$ cat src/rtl/serial_cfg_reader.sv
module serial_cfg_reader #(
  parameter int HALF_CYC = 100,
  parameter int WORDS = 64,
  parameter logic [15:0] GOOD_SUM = 16'hBABA,
  localparam int AW = $clog2(WORDS)
) (
  input  logic          clk,
  input  logic          rst_n,
  input  logic          start,
  input  logic          mem_do,
  output logic          mem_sk,
  output logic          mem_cs,
  output logic          mem_di,
  output logic          wr_en,
  output logic [AW-1:0] wr_addr,
  output logic [15:0]   wr_data,
  output logic          done,
  output logic          valid,
  output logic          busy,
  output logic [47:0]   station_addr
);
  localparam int CMD_W = 3 + AW;
  localparam int NBITS = CMD_W + 16;
  localparam int IW = $clog2(NBITS);
  localparam int CW = $clog2(HALF_CYC + 1);

  typedef enum logic [1:0] {S_GAP, S_RUN, S_TAIL, S_FIN} st_t;

  st_t             st;
  logic [CW-1:0]   hc;
  logic [IW-1:0]   idx;
  logic            ph;
  logic [AW-1:0]   addr;
  logic [15:0]     sr, sum;

  wire             step_end = (hc == CW'(HALF_CYC - 1));
  wire [CMD_W-1:0] cmd      = {3'b110, addr};
  wire             in_cmd   = (idx < IW'(CMD_W));
  wire             last_bit = (idx == IW'(NBITS - 1));
  wire [15:0]      word     = {sr[14:0], mem_do};

  assign mem_cs  = (st == S_RUN);
  assign mem_sk  = mem_cs & ph;
  assign mem_di  = mem_cs & in_cmd & cmd[CMD_W - 1 - int'(idx)];
  assign busy    = (st != S_FIN);
  assign wr_addr = addr;

  always_ff @(posedge clk or negedge rst_n) begin
    if (!rst_n) begin
      st <= S_GAP;
      hc <= '0;
      idx <= '0;
      ph <= 1'b0;
      addr <= '0;
      sr <= '0;
      sum <= '0;
      wr_en <= 1'b0;
      wr_data <= '0;
      done <= 1'b0;
      valid <= 1'b0;
      station_addr <= '0;
    end else begin
      wr_en <= 1'b0;
      done <= 1'b0;
      if (start) begin
        st <= S_GAP;
        hc <= '0;
        idx <= '0;
        ph <= 1'b0;
        addr <= '0;
        sum <= '0;
        valid <= 1'b0;
      end else if (st != S_FIN) begin
        hc <= step_end ? '0 : hc + 1'b1;
        if (step_end) begin
          case (st)
            S_GAP: begin
              st <= S_RUN;
              idx <= '0;
              ph <= 1'b0;
            end
            S_RUN: begin
              if (!ph) ph <= 1'b1;
              else begin
                ph <= 1'b0;
                if (!in_cmd) sr <= word;
                if (last_bit) begin
                  st <= S_TAIL;
                  wr_en <= 1'b1;
                  wr_data <= word;
                  sum <= sum + word;
                  for (int k = 0; k < 3; k++)
                    if (addr == AW'(k)) station_addr[47-16*k -: 16] <= {word[7:0], word[15:8]};
                end else begin
                  idx <= idx + 1'b1;
                end
              end
            end
            S_TAIL: begin
              if (addr == AW'(WORDS - 1)) begin
                st <= S_FIN;
                done <= 1'b1;
                valid <= (sum == GOOD_SUM);
              end else begin
                addr <= addr + 1'b1;
                st <= S_RUN;
                idx <= '0;
                ph <= 1'b0;
              end
            end
            default: ;
          endcase
        end
      end
    end
  end
endmodule

$ cat config.mk
export PLATFORM = sky130hd
export DESIGN_NAME = serial_cfg_reader
export DESIGN_NICKNAME = d
export VERILOG_FILES = /design/src/rtl/serial_cfg_reader.sv
export SDC_FILE = /design/constraint.sdc
export NUM_CORES = 1
export LEC_CHECK = 0
export BUFFER_PORTS_ARGS = -buffer_cell sky130_fd_sc_hd__buf_4
export CAP_MARGIN = 20
export CORE_UTILIZATION = 30
export DETAILED_ROUTE_END_ITERATION = 8
export MAX_ROUTING_LAYER = met4
export SLEW_MARGIN = 20
export SYNTH_ARGS = -nofsm -noshare
export SYNTH_HDL_FRONTEND = slang
export SYNTH_SLANG_ARGS = --single-unit
$ cat constraint.sdc
create_clock -name clk -period 3.7 [get_ports clk]
set_input_delay 0.37 -clock clk [delete_from_list [all_inputs] [get_ports clk]]
set_output_delay 0.37 -clock clk [all_outputs]
set_load 0.01 [all_outputs]
==> results.py <==
metrics = {
    "setup_path": {
        "start_kind": "register",
        "cp_data_required_time_ns": 3.33,
        "path_delay_family": "multiplexers",
        "max_stage_delay_ns": 0.48,
        "reg2reg_depth": 7,
        "cp-end-kind": "output port",
        "crit_buf_inv": 2,
        "path_cells": "inv_1 -> ha_1 -> mux2_2 -> mux4_2 -> nor2_1 -> nor3_1 -> a31oi_1 -> nor3b_1 -> buf_4",
        "cp.depth": 9,
        "crit_arrival_ns": 2.76,
        "critPathMaxFanout": 8,
        "crit_slowest_cell": "mux4_2",
        "crit_type": "register to output port",
    },
    "placed_design": {
        "dp_slack_ns": 0.8603,
        "place_congestion": 0.8314,
        "hpwl_mm": 9.701,
        "dp_cells": 876,
        "io_buffer_count": 80,
    },
    "clock_tree": {
        "h-tree-depth": 4,
        "clock_sinks": 119,
        "cts_resized": 0,
        "clock_path_buffers": 2,
        "clock_latency_ns": 0.42,
        "clk_pin_slew_ns": 0.06,
        "numCtsBuffers": 17,
        "post_cts_buffers": 0,
        "cts-root-buf": "clkbuf_16",
        "cts_tree": "done",
        "cts_hold_buf": 0,
    },
    "die": {
        "rows": 51,
        "die_x_um": 143.9,
        "die_h_um": 143.9,
        "io_pins": 81,
        "initial_core_util_pct": 30.85,
        "coreArea_sq_um": 19590,
        "dieArea_sq_um": 20720,
    },
    "sta": {
        "fin_ws_ns": 0.5726,
        "setup_violations": 0,
        "period_needed_ns": 3.127,
        "maxSlewHeadroom_pct": 41.11,
        "hold_viol_final": 0,
        "slew_violations": 0,
        "rsz0062_at_grt": "no",
        "period_share_pct": 84.52,
        "fin_setup_tns_ns": 0,
        "fin_skew_ns": 0.007923,
        "worstMarginPinSlew_ns": 0.8833,
        "max_clock_freq_ghz": 0.3198,
    },
    "global_route": {
        "global_route.usage.met1_pct": 19.97,
        "busiest_layer": "met2",
        "gr-usage-all-layers_pct": 15.36,
        "grt_pass1_wl_mm": 23.49,
        "grt_max_degree": 60,
        "grtUsageMet2_pct": 23.87,
        "grt.overflow.total": 0,
        "met3_usage_pct": 3.132,
        "antenna_found_initial": 0,
        "grt_pass1_vias": 4365,
    },
    "power": {
        "p_leak_uw": 0.003748,
        "peakVddDrop_uv": 319.3,
        "power_density_nw_per_um2": 398.0,
    },
    "outcome": {
        "status": "completed",
    },
    "final_layout": {
        "final_cell_mix": "119 x dfrtp_1, 90 x nand2_1, 85 x buf_4, 39 x mux2_2, 31 x o21ai_0",
        "diodes": 0,
        "nets": 663,
        "syn2layout_area_growth_pct": 23.62,
        "layout_commonest_cell": "dfrtp_1",
        "final.fill_count": 1932,
        "layout.cells.non_filler": 907,
        "drive_gt1_share_pct": 29.28,
    },
    "synth": {
        "synth_cells": 545,
        "yosys-top-cells-area": "dfrtp_1 49%, mux2_2 7.3%, mux2_4 6.0%",
        "ys_warn_count": 0,
        "yosysTopAreaCellShare_pct": 49.28,
        "synth-edff-count": 0,
        "ys_seq_area_share_pct": 49.28,
        "synth_ff_type": "dfrtp_1",
        "postSynthAreaPerCell_sq_um": 11.09,
        "synth_cell_type_count": 60,
        "syn-num-nets": 578,
        "synth_area_sq_um": 6043,
        "synth-seq-cells": 119,
        "synth_area_leader_cell": "dfrtp_1",
        "async_flop_share_pct": 100.0,
    },
    "route": {
        "wl_mm": 14.39,
        "vias_per_cell": 4.781,
        "num_vias": 4336,
        "ant_nets": 0,
        "drc": 0,
        "drtPass1Iterations": 4,
        "post_drt_wl_per_cell_um": 15.87,
        "first_iter_violations": 217,
    },
    "run": {
        "cap_violations": 0,
    },
    "min_path": {
        "min_path_type": "input pin to asynchronous set/reset pin",
    },
}
-- sequential cells by signal, summed over array words and instances (netlist names), 2 cells and up --
signal        count
station_addr     48
sum              16
wr_data          16
sr               15
hc                7
wr_addr           6
idx               5
st                2
-- final cells by class --
class	count	area [sq um]	area share [%]
Inverter	18	70.07	0.9379
Timing Repair Buffer	85	638.1	8.541
Multi-Input combinational cell	389	2898	38.79
Clock buffer	21	450.4	6.029
Clock inverter	10	105.1	1.407
Sequential cell	119	2978	39.86
Tap cell	265	331.6	4.438
-- path summary, 6_finish.rpt --
path | from | to | slack [ns]
setup / recovery | idx[0] | mem_di | 0.57
hold / removal | rst_n | wr_data[15] | 0.03
setup reg to reg | st[1] | station_addr[38] | 0.86
hold reg to reg | wr_data[8] | wr_data[8] | 0.48
max in group asynchronous | rst_n | wr_addr[1] | 2.84
min in group clk | mem_do | wr_data[0] | 0.26
-- layer usage --
metal	vias up	part of all wire, %
li1	2114	-
met1	2138	49
met2	69	47
met3	15	3.0
met4	0	1.0
met5	-	0
-- Yosys cell counts, types with 7 or more instances --
library cell / n
o21ai_0: 31
a21oi_1: 23
nor2_1: 22
nor2b_1: 7
clkbuf_1: 11
inv_1: 17
ha_1: 28
a21o_1: 7
nand2_1: 90
or3_1: 7
dfrtp_1: 119
mux2_2: 39
xnor2_1: 7
nand3_1: 10
nor3_1: 13
mux2_4: 24
-- through the flow --
step           area, sq um  util, %  power, uW  hold WS (ns)
3_5_place_dp          6915    35.30       1434        0.4641
2_1_floorplan         6043        -       1383       0.07441
3_3_place_gp          6915    35.30       1433        0.4649
6_report              7471    38.14       2973       0.02741
4_1_cts               7471    38.14       3011       0.03930
5_1_grt               7471    38.14       3082       0.07326
-- cell families (layout without fill, tap and decap cells) --
group                    count (synthesis)  in the layout  synth area share (%)
buffers and inverters                   37            134                 2.774
XOR/XNOR                                11             11                 1.594
AND/OR/NAND/NOR                        187            187                 16.31
multiplexers                            65             65                 13.77
flip-flops                             119            119                 49.28
AO/OA/AOI/OAI                           97             97                 10.15
adder cells (fa/ha/maj)                 29             29                 6.128
-- power breakdown --
| part | switching, uW | internal (uW) |
|---|---|---|
| Sequential | 13.3 | 1310 |
| Clock | 569 | 995 |
| Combinational | 58.3 | 27.6 |
Note: power is estimated with default switching activity, not from simulation.
